--- src/rtl/irtx_pkg.sv ---
package irtx_pkg;
  localparam int unsigned ADDR_W = 4;
  localparam int unsigned DATA_W = 8;

  localparam logic [ADDR_W-1:0] A_CTRL     = 4'd0;
  localparam logic [ADDR_W-1:0] A_MARK_HI  = 4'd1;
  localparam logic [ADDR_W-1:0] A_MARK_LO  = 4'd2;
  localparam logic [ADDR_W-1:0] A_SPACE_HI = 4'd3;
  localparam logic [ADDR_W-1:0] A_SPACE_LO = 4'd4;
  localparam logic [ADDR_W-1:0] A_CAR0_HI  = 4'd5;
  localparam logic [ADDR_W-1:0] A_CAR0_LO  = 4'd6;
  localparam logic [ADDR_W-1:0] A_CAR1_HI  = 4'd7;
  localparam logic [ADDR_W-1:0] A_CAR1_LO  = 4'd8;

  typedef enum logic [1:0] {PH_IDLE, PH_MARK, PH_SPACE} phase_e;

  typedef struct packed {
    logic [1:0] presc;
    logic       irq_en;
    logic       ext_space;
    logic       fsk;
    logic       baseband;
    logic       en;
  } ctrl_t;
endpackage

--- src/rtl/irtx_prescaler.sv ---
module irtx_prescaler #(
  parameter int unsigned SEL_W = 2
) (
  input  logic             clk_i,
  input  logic             rst_ni,
  input  logic [SEL_W-1:0] sel_i,
  output logic             tick_o
);
  localparam int unsigned DIV_W = (1 << SEL_W) - 1;

  logic [DIV_W-1:0] cnt_q;
  logic [DIV_W-1:0] mask_w;

  always_comb mask_w = DIV_W'((1 << sel_i) - 1);

  always_ff @(posedge clk_i or negedge rst_ni) begin
    if (!rst_ni) cnt_q <= '0;
    else         cnt_q <= cnt_q + DIV_W'(1);
  end

  assign tick_o = (cnt_q & mask_w) == mask_w;
endmodule

--- src/rtl/irtx_carrier.sv ---
module irtx_carrier #(
  parameter int unsigned CAR_W = 8
) (
  input  logic             clk_i,
  input  logic             rst_ni,
  input  logic             tick_i,
  input  logic             run_i,
  input  logic [CAR_W-1:0] high_i,
  input  logic [CAR_W-1:0] low_i,
  output logic             lvl_o
);
  logic [CAR_W-1:0] cnt_q;
  logic [CAR_W-1:0] lim_w;
  logic [CAR_W-1:0] last_w;
  logic             lvl_q;

  always_comb begin
    lim_w  = lvl_q ? high_i : low_i;
    last_w = (lim_w == '0) ? '0 : lim_w - CAR_W'(1);
  end

  // idle: parked high so every mark opens with a full high half-period
  always_ff @(posedge clk_i or negedge rst_ni) begin
    if (!rst_ni) begin
      cnt_q <= '0;
      lvl_q <= 1'b1;
    end else if (!run_i) begin
      cnt_q <= '0;
      lvl_q <= 1'b1;
    end else if (tick_i) begin
      if (cnt_q >= last_w) begin
        cnt_q <= '0;
        lvl_q <= ~lvl_q;
      end else begin
        cnt_q <= cnt_q + CAR_W'(1);
      end
    end
  end

  assign lvl_o = lvl_q;
endmodule

--- src/rtl/irtx_sequencer.sv ---
module irtx_sequencer
  import irtx_pkg::*;
#(
  parameter int unsigned PER_W = 16
) (
  input  logic             clk_i,
  input  logic             rst_ni,
  input  logic             tick_i,
  input  logic             en_i,
  input  logic             ext_i,
  input  logic             fsk_i,
  input  logic [PER_W-1:0] mark_buf_i,
  input  logic [PER_W-1:0] space_buf_i,
  output phase_e           phase_o,
  output logic             pair_sel_o,
  output logic             evt_o
);
  phase_e           phase_q;
  logic [PER_W-1:0] cnt_q;
  logic [PER_W-1:0] space_q;
  logic             sel_q;
  logic             start_w;
  logic             end_w;

  function automatic logic [PER_W-1:0] first_cnt(input logic [PER_W-1:0] v);
    return (v == '0) ? '0 : v - PER_W'(1);
  endfunction

  assign start_w = (phase_q == PH_IDLE) && en_i;
  assign end_w   = tick_i && (phase_q == PH_SPACE) && (cnt_q == '0);

  always_ff @(posedge clk_i or negedge rst_ni) begin
    if (!rst_ni) begin
      phase_q <= PH_IDLE;
      cnt_q   <= '0;
      space_q <= '0;
      sel_q   <= 1'b0;
    end else if (start_w) begin
      space_q <= space_buf_i;
      sel_q   <= 1'b0;
      phase_q <= ext_i ? PH_SPACE : PH_MARK;
      cnt_q   <= ext_i ? first_cnt(space_buf_i) : first_cnt(mark_buf_i);
    end else if (tick_i && phase_q != PH_IDLE) begin
      if (cnt_q != '0) begin
        cnt_q <= cnt_q - PER_W'(1);
      end else if (phase_q == PH_MARK) begin
        phase_q <= PH_SPACE;
        cnt_q   <= first_cnt(space_q);
      end else if (en_i) begin
        // cycle boundary: buffered periods become active here only
        space_q <= space_buf_i;
        sel_q   <= fsk_i ? ~sel_q : 1'b0;
        phase_q <= ext_i ? PH_SPACE : PH_MARK;
        cnt_q   <= ext_i ? first_cnt(space_buf_i) : first_cnt(mark_buf_i);
      end else begin
        phase_q <= PH_IDLE;
      end
    end
  end

  assign phase_o    = phase_q;
  assign pair_sel_o = sel_q;
  assign evt_o      = start_w || (end_w && en_i);
endmodule

--- src/rtl/irtx_regs.sv ---
module irtx_regs
  import irtx_pkg::*;
#(
  parameter int unsigned PER_W = 16,
  parameter int unsigned CAR_W = 8
) (
  input  logic              clk_i,
  input  logic              rst_ni,
  input  logic              wr_en_i,
  input  logic              rd_en_i,
  input  logic [ADDR_W-1:0] addr_i,
  input  logic [DATA_W-1:0] wdata_i,
  input  logic              evt_i,
  input  logic              dma_ack_i,
  output ctrl_t             ctrl_o,
  output logic [PER_W-1:0]  mark_o,
  output logic [PER_W-1:0]  space_o,
  output logic [CAR_W-1:0]  car_hi_o [2],
  output logic [CAR_W-1:0]  car_lo_o [2],
  output logic              flag_o,
  output logic [DATA_W-1:0] rdata_o
);
  localparam int unsigned HB_W = PER_W - DATA_W;

  ctrl_t             ctrl_q;
  logic [HB_W-1:0]   mark_hi_q, space_hi_q;
  logic [DATA_W-1:0] mark_lo_q, space_lo_q;
  logic [CAR_W-1:0]  car_hi_q [2];
  logic [CAR_W-1:0]  car_lo_q [2];
  logic              flag_q, arm_q;
  logic              hi_wr_w;

  assign hi_wr_w = wr_en_i && (addr_i == A_MARK_HI || addr_i == A_SPACE_HI);

  always_ff @(posedge clk_i or negedge rst_ni) begin
    if (!rst_ni) begin
      ctrl_q     <= '0;
      mark_hi_q  <= '0;
      mark_lo_q  <= '0;
      space_hi_q <= '0;
      space_lo_q <= '0;
    end else if (wr_en_i) begin
      unique case (addr_i)
        A_CTRL:     ctrl_q     <= ctrl_t'(wdata_i[$bits(ctrl_t)-1:0]);
        A_MARK_HI:  mark_hi_q  <= HB_W'(wdata_i);
        A_MARK_LO:  mark_lo_q  <= wdata_i;
        A_SPACE_HI: space_hi_q <= HB_W'(wdata_i);
        A_SPACE_LO: space_lo_q <= wdata_i;
        default: ;
      endcase
    end
  end

  for (genvar g = 0; g < 2; g++) begin : g_pair
    localparam logic [ADDR_W-1:0] HA = (g == 0) ? A_CAR0_HI : A_CAR1_HI;
    localparam logic [ADDR_W-1:0] LA = (g == 0) ? A_CAR0_LO : A_CAR1_LO;
    always_ff @(posedge clk_i or negedge rst_ni) begin
      if (!rst_ni) begin
        car_hi_q[g] <= '0;
        car_lo_q[g] <= '0;
      end else if (wr_en_i) begin
        if (addr_i == HA) car_hi_q[g] <= CAR_W'(wdata_i);
        if (addr_i == LA) car_lo_q[g] <= CAR_W'(wdata_i);
      end
    end
  end

  // flag: setting wins; clearing needs a status read first
  always_ff @(posedge clk_i or negedge rst_ni) begin
    if (!rst_ni) begin
      flag_q <= 1'b0;
      arm_q  <= 1'b0;
    end else begin
      if (evt_i)                              flag_q <= 1'b1;
      else if (dma_ack_i || (arm_q && hi_wr_w)) flag_q <= 1'b0;
      if (rd_en_i && addr_i == A_CTRL) arm_q <= 1'b1;
      else if (hi_wr_w)                arm_q <= 1'b0;
    end
  end

  always_comb begin
    rdata_o = '0;
    unique case (addr_i)
      A_CTRL:     rdata_o = {flag_q, ctrl_q};
      A_MARK_HI:  rdata_o = DATA_W'(mark_hi_q);
      A_MARK_LO:  rdata_o = mark_lo_q;
      A_SPACE_HI: rdata_o = DATA_W'(space_hi_q);
      A_SPACE_LO: rdata_o = space_lo_q;
      A_CAR0_HI:  rdata_o = DATA_W'(car_hi_q[0]);
      A_CAR0_LO:  rdata_o = DATA_W'(car_lo_q[0]);
      A_CAR1_HI:  rdata_o = DATA_W'(car_hi_q[1]);
      A_CAR1_LO:  rdata_o = DATA_W'(car_lo_q[1]);
      default:    rdata_o = '0;
    endcase
  end

  assign ctrl_o   = ctrl_q;
  assign mark_o   = {mark_hi_q, mark_lo_q};
  assign space_o  = {space_hi_q, space_lo_q};
  assign car_hi_o = car_hi_q;
  assign car_lo_o = car_lo_q;
  assign flag_o   = flag_q;
endmodule

--- src/rtl/irtx_modulator.sv ---
module irtx_modulator
  import irtx_pkg::*;
#(
  parameter int unsigned PER_W = 16,
  parameter int unsigned CAR_W = 8,
  parameter int unsigned SEL_W = 2
) (
  input  logic              clk_i,
  input  logic              rst_ni,
  input  logic              wr_en_i,
  input  logic              rd_en_i,
  input  logic [ADDR_W-1:0] addr_i,
  input  logic [DATA_W-1:0] wdata_i,
  output logic [DATA_W-1:0] rdata_o,
  input  logic              dma_ack_i,
  output logic              mod_o,
  output logic              irq_o
);
  ctrl_t            ctrl_w;
  logic [PER_W-1:0] mark_w, space_w;
  logic [CAR_W-1:0] car_hi_w [2];
  logic [CAR_W-1:0] car_lo_w [2];
  logic             flag_q;
  logic             evt_w, tick_w, sel_w, lvl_w;
  phase_e           phase_w;

  irtx_regs #(.PER_W(PER_W), .CAR_W(CAR_W)) i_regs (
    .clk_i, .rst_ni, .wr_en_i, .rd_en_i, .addr_i, .wdata_i,
    .evt_i(evt_w), .dma_ack_i,
    .ctrl_o(ctrl_w), .mark_o(mark_w), .space_o(space_w),
    .car_hi_o(car_hi_w), .car_lo_o(car_lo_w),
    .flag_o(flag_q), .rdata_o
  );

  irtx_prescaler #(.SEL_W(SEL_W)) i_psc (
    .clk_i, .rst_ni, .sel_i(SEL_W'(ctrl_w.presc)), .tick_o(tick_w)
  );

  irtx_sequencer #(.PER_W(PER_W)) i_seq (
    .clk_i, .rst_ni, .tick_i(tick_w),
    .en_i(ctrl_w.en), .ext_i(ctrl_w.ext_space), .fsk_i(ctrl_w.fsk),
    .mark_buf_i(mark_w), .space_buf_i(space_w),
    .phase_o(phase_w), .pair_sel_o(sel_w), .evt_o(evt_w)
  );

  irtx_carrier #(.CAR_W(CAR_W)) i_car (
    .clk_i, .rst_ni, .tick_i(tick_w),
    .run_i(phase_w == PH_MARK && !ctrl_w.baseband),
    .high_i(car_hi_w[sel_w]), .low_i(car_lo_w[sel_w]),
    .lvl_o(lvl_w)
  );

  assign mod_o = (phase_w == PH_MARK) && (ctrl_w.baseband || lvl_w);
  assign irq_o = flag_q && ctrl_w.irq_en;
endmodule

--- config.mk ---
export PLATFORM = sky130hd
export DESIGN_NAME = irtx_modulator
export DESIGN_NICKNAME = d
export VERILOG_FILES = /design/src/rtl/irtx_pkg.sv /design/src/rtl/irtx_prescaler.sv /design/src/rtl/irtx_carrier.sv /design/src/rtl/irtx_sequencer.sv /design/src/rtl/irtx_regs.sv /design/src/rtl/irtx_modulator.sv
export SDC_FILE = /design/constraint.sdc
export NUM_CORES = 1
export LEC_CHECK = 0
export BUFFER_PORTS_ARGS = -buffer_cell sky130_fd_sc_hd__buf_2
export CORE_ASPECT_RATIO = 0.6
export CORE_MARGIN = 2
export CORE_UTILIZATION = 51
export CTS_CLUSTER_SIZE = 25
export DETAILED_ROUTE_END_ITERATION = 10
export PLACE_DENSITY = 0.7
export SETUP_SLACK_MARGIN = 0.4
export SLEW_MARGIN = 25
export SYNTH_ARGS = -nofsm -noshare
export SYNTH_HDL_FRONTEND = slang
export SYNTH_SLANG_ARGS = --single-unit
--- constraint.sdc ---
create_clock -name clk_i -period 5.52 [get_ports clk_i]
set_clock_uncertainty 0.05 [all_clocks]
set_input_delay 0.552 -clock clk_i [delete_from_list [all_inputs] [get_ports clk_i]]
set_output_delay 0.552 -clock clk_i [all_outputs]
set_load 0.03 [all_outputs]
# Word level (Yosys, flattened, before mapping)
# Index checks and enable logic that the tools add are counted.
word_totals:
  register_bits: 120
  word_cells: 141
  output_inout_bits: 10
classes:
  eq_ne: 15
  order_cmp: 2
  n_shift: 1
  n_addsub: 8
  mux: 45
  reduce_logical: 43
  n_bitwise: 4
ops:
  columns: ["cell", "n"]
  rows:
  - ["2-to-1 mux 16 bit", 14]
  - ["2-to-1 mux 8 bit", 11]
  - ["case mux 8 bit (9 select lines)", 1]
  - ["logical NOT 16 bit", 4]
  - ["subtractor 16 x 1 -> 16 bit, second input constant", 4]
  - ["AND reduction 2 bit", 12]
  - ["equality test 4 x 3 -> 1 bit, second input constant", 4]
  - ["nonzero test 16 bit", 1]
  - ["2-to-1 mux 1 bit", 13]
  - ["2-to-1 mux 2 bit", 6]
  - ["logical AND 1 bit", 11]
  - ["nonzero test 2 bit", 5]
  - ["adder 8 x 1 -> 8 bit, second input constant", 1]
  - ["equality test 4 x 2 -> 1 bit, second input constant", 2]
  - ["greater-or-equal comparator 8 bit", 1]
  - ["logical NOT 8 bit", 1]
  - ["subtractor 8 x 1 -> 8 bit, second input constant", 1]
  - ["equality test 4 x 1 -> 1 bit, second input constant", 1]
  - ["equality test 4 bit, second input constant", 1]
  - ["logical NOT 4 bit", 1]
  - ["logical OR 1 bit", 4]
  - ["!= test 2 x 1 -> 1 bit, second input constant", 2]
  - ["!= test 2 bit, second input constant", 2]
  - ["AND reduction 4 bit", 1]
  - ["13 further kinds", 14]

# Logic depth before layout (Yosys ltp)
depth:
  word_depth: 11
  ltp_mapped: 15

# Hierarchy
# Synthesis repeated with hierarchy kept, for this count alone.
unflattened:
  cells_unflattened: 789
  hier_area_um2: 7888.8
modules_own_cells:
  columns: ["module", "seq_area_each_um2", "n_inst", "area_each_um2", "cells_per_inst"]
  rows:
  - ["irtx_regs", 1826.8, 1, 3492.1, 262]
  - ["irtx_sequencer", 875.8, 1, 3031.7, 387]
  - ["irtx_carrier", 226.5, 1, 958.4, 107]
  - ["irtx_modulator", 0.0, 1, 272.8, 23]
  - ["irtx_prescaler", 75.1, 1, 133.9, 10]

# Worst setup path before layout
# Ideal clock, no wire load.
synth_timing:
  kind: "register to register"
  from: "reg i_car.lvl_q (netlist: i_car.lvl_o)"
  to: "reg i_car.cnt_q[0]"
  path_slack_ps: 1631
  setup_ps: 67
  t_arrival_ps: 3772
  path_stages_with_launch: 15
  cell_sequence: "dfstp_2 > buf_1 > mux4_2 > inv_1 > ha_1 > nor2b_1 > nand3b_1 > nand2_1 > ha_1 > a21o_1 > a21o_1 > a2111oi_0 > o21ai_1 > nor2_1 > mux2_2"
synth_via:
  elab_chain_len: 7
  elab_cells_between_ends: 8
synth_rtl:
  columns: ["item", "line", "text"]
  rows:
  - ["from (decl)", "irtx_carrier.sv:15", "logic lvl_q;"]
  - ["from (signal assigned)", "irtx_carrier.sv:33", "lvl_q <= ~lvl_q;"]
  - ["2-to-1 mux 8 bit *", "irtx_carrier.sv:18", "lim_w = lvl_q ? high_i : low_i;"]
  - ["subtractor 8 x 1 -> 8 bit or logical NOT 8 bit (tied branches)", "irtx_carrier.sv:19", "last_w = (lim_w == '0) ? '0 : lim_w - CAR_W'(1);"]
  - ["2-to-1 mux 8 bit *", "irtx_carrier.sv:19", null]
  - ["greater-or-equal comparator 8 bit *", "irtx_carrier.sv:31", "if (cnt_q >= last_w) begin"]
  - ["2-to-1 mux 8 bit *", "irtx_carrier.sv:31", null]
  - ["2-to-1 mux 8 bit *", "irtx_carrier.sv:30", "end else if (tick_i) begin"]
  - ["2-to-1 mux 8 bit *", "irtx_carrier.sv:27", "end else if (!run_i) begin"]
  - ["to (signal assigned)", "irtx_carrier.sv:35", "cnt_q <= cnt_q + CAR_W'(1);"]
  - ["to (decl)", "irtx_carrier.sv:12", "logic [CAR_W-1:0] cnt_q;"]
# Every way passes the cells marked *; elsewhere a longest branch is shown, timed or not. The select of a mux whose other input is x is not followed.
# A chain may end at the register's enable or synchronous reset.

# Worst setup path in the final report
# Same ends and word-level chain as after synthesis.

==> flow_summary_export.csv <==
group,metric,value,unit
status,status,"finished clean",
synth,syn_nets,830,
synth,async_flop_share,100,%
worst_setup_path,path_class,"reg2reg",
die,fp.dieW,162,µm
sta,clock.fmax,0.238,GHz
sta,slew_headroom,40.0,%
sta,setup_viol,0,
die,fp.dieH,98.6,µm
synth,synth_edf_count,0,
finish,fin_util,57.9,%
flow_run,maxCapViolations,0,
finish,final_cell_mix,"dfrtp_1 (119), nand2_1 (105), mux2_2 (71), o21ai_0 (51), nor2_1 (48)",
worst_setup_path,crit_path_start_kind,"register",
synth,yosys_warnings,0,
pwr,p_leak,3.59,nW
clock_network,clkLatencyLatePin,0.42,ns
sta,slew_viol_final,0,
clock_network,clock_path_buffers,2,
drt,finalWirelength,22900,µm
sta,rsz0062_at_grt,"false",
clock_network,cts-resized-gates,0,
clock_network,cts_max_level,4,
placed_design,gp_congestion,0.929,
synth,synth_cells,797,
worst_setup_path,end_kind,"register",
finish,fill_cells,1272,
worst_setup_path,r2r_end,"i_car.cnt_q[0]",
sta,worst_pin_slew,0.896,ns
die,coreArea,14500,µm²
drt,dr.pass1.iters,5,
clock_network,root_buffer,"clkbuf_16",
clock_network,cts_tree,"yes",
placed_design,post-place-cells,991,
finish,layout-drive-gt1-share,19.2,%
drt,wl_per_cell,22.4,µm
sta,fin_crit,4.21,ns
worst_setup_path,worst-r2r-cell-count,13,
die,ios,27,
global_route,grt_max_degree,67,
finish,final_common_cell,"dfrtp_1",
global_route,track_usage,30.0,%
clock_network,cts_setup_buffers,0,
sta,hold-worst-slack,0.186,ns
global_route,first_global_vias,6289,
sta,tns,0,ns
pwr,finalPower,3.92,mW
hold_path,hp-class,"in2async",
finish,regArea,3000,µm²
finish,fin_cells,1023,
clock_network,clock_sinks,120,
die,initial_core_util,52.3,%
global_route,antenna_found_initial,0,
worst_setup_path,crit_start,"i_car.lvl_o",
pwr,powerDensity,466,nW/µm²
clock_network,cts_made_buffers,17,
global_route,grt_pass1_wl,36400,µm
placed_design,numPortBuffers,26,
worst_setup_path,critical_path_required,5.83,ns
finish,nets,845,
finish,n_antenna_cell,0,
sta,final_hold_viol_count,0,
die,rows,34,
synth,synth-seq-cells,120,
synth,yosysUniqueCellTypes,67,
synth,avgSynthCellArea,9.54,µm²
placed_design,dp_hpwl,16800,µm
drt,viasPerCell,6.41,
synth,synth-main-ff-cell,"dfrtp_1",
worst_setup_path,reg2reg_from,"i_car.lvl_o",
worst_setup_path,crit_fanout,12,
drt,route.detailed.drc,0,
drt,vias,6561,
finish,multiInputGateArea,4340,µm²
drt,drtAntennaViolNets,0,
pwr,ir_worst_vdd,0.205,mV
clock_network,cts_hold_buffers,0,
worst_setup_path,worstPathArrival,4.51,ns
drt,drt_iter0_drc,908,
clock_network,path_clk_slew,0.06,ns
finish,area_growth,10.7,%
global_route,grt-ovfl-total,0,
worst_setup_path,crit_path_end,"i_car.cnt_q[0]",
die,dieArea,15900,µm²
sta,fin_crit_sh,76.2,%
worst_setup_path,r2r_slack,1.31,ns
synth,netlist_area,7600,µm²
synth,ys_seq_area_share,39.5,%
-- sequential cells by signal, summed over array words and instances (netlist names), 2 cells and up --
| signal | cells |
|---|---|
| i_car.cnt_q | 8 |
| i_psc.cnt_q | 3 |
| i_regs.car_hi_o | 16 |
| i_regs.car_lo_o | 16 |
| i_regs.ctrl_o | 7 |
| i_regs.mark_hi_q | 8 |
| i_regs.mark_lo_q | 8 |
| i_regs.space_hi_q | 8 |
| i_regs.space_lo_q | 8 |
| i_seq.cnt_q | 16 |
| i_seq.phase_o | 2 |
| i_seq.space_q | 16 |
-- per-stage QoR --
stage	setup slack, ns	cell area [µm²]
floorplan	1.63	7600
global placement	1.56	7850
detailed placement	1.37	7850
CTS	1.32	8420
global route	0.892	8420
finish	1.31	8420
-- how the worst min path moves through the flow --
stage	from	to	slack (ns)
floorplan	rst_ni	i_car.cnt_q[0]	0.21
global placement	i_psc.cnt_q[0]	i_psc.cnt_q[0]	0.40
detailed placement	i_psc.cnt_q[0]	i_psc.cnt_q[0]	0.41
CTS	rst_ni	i_psc.cnt_q[1]	0.23
global route	rst_ni	i_psc.cnt_q[1]	0.26
finish	rst_ni	i_psc.cnt_q[1]	0.19
-- logic make-up after synthesis --
logic type	count (synthesis)	synth area share (%)
compound gates	178	15.2
xor+xnor	43	4.95
fa+ha+maj	16	2.63
buf+inv	60	3.41
flops	120	39.5
mux	93	14.7
simple gates	287	19.6
-- power breakdown --
part	leakage, nW	internal, mW	switching, mW
registers	1.49	1.12	0.398
clock network	0.266	0.629	0.457
logic	1.83	0.591	0.728
-- area by class of cell --
cell class	count	area share, %
Inverter	26	1.16
Timing Repair Buffer	30	1.93
Sequential cell	120	35.7
Tap cell	198	2.94
Multi-Input combinational cell	617	51.6
Clock buffer	18	5.10
Clock inverter	14	1.63
-- per-layer routing --
metal  vias to the layer above  share of wire (%)  track usage [%]
li1                       2952                  -                -
met1                      3193                 47             48.3
met2                       396                 39             38.7
met3                        20                 13             9.89
met4                         0               0.72             5.45
met5                         -                  0                0
-- worst max-delay path: stages (launching register included) --
cell and delay, ns:
dfstp_2 0.72, mux4_2 0.56, inv_1 0.09, ha_1 0.17, nor2b_1 0.32, nand3b_1 0.24
nand2_1 0.13, ha_1 0.25, a21o_1 0.19, a21o_1 0.18, a2111oi_0 0.38, o21ai_1 0.31
nor2_1 0.34, mux2_2 0.21
-- cells in the mapped netlist, drive strengths merged, types with 8 or more instances --
library cell / count / area (µm²)
xnor2: 27 / 236
dfrtp: 119 / 2980
mux4: 8 / 180
o211ai: 8 / 60.1
o21ai: 62 / 310
o22ai: 12 / 75.1
xor2: 16 / 140
nand2b: 8 / 50.1
nor2: 48 / 180
ha: 16 / 200
nand3: 21 / 105
a22oi: 11 / 82.6
inv: 26 / 97.6
mux2i: 14 / 140
a22o: 10 / 87.6
a21oi: 31 / 155
clkbuf: 21 / 80.1
buf: 13 / 81.3
mux2: 71 / 800
nor2b: 17 / 106
a21o: 8 / 60.1
nor4: 14 / 158
nor3: 29 / 150
nand2: 105 / 394
(Power assumes the default switching activity.)
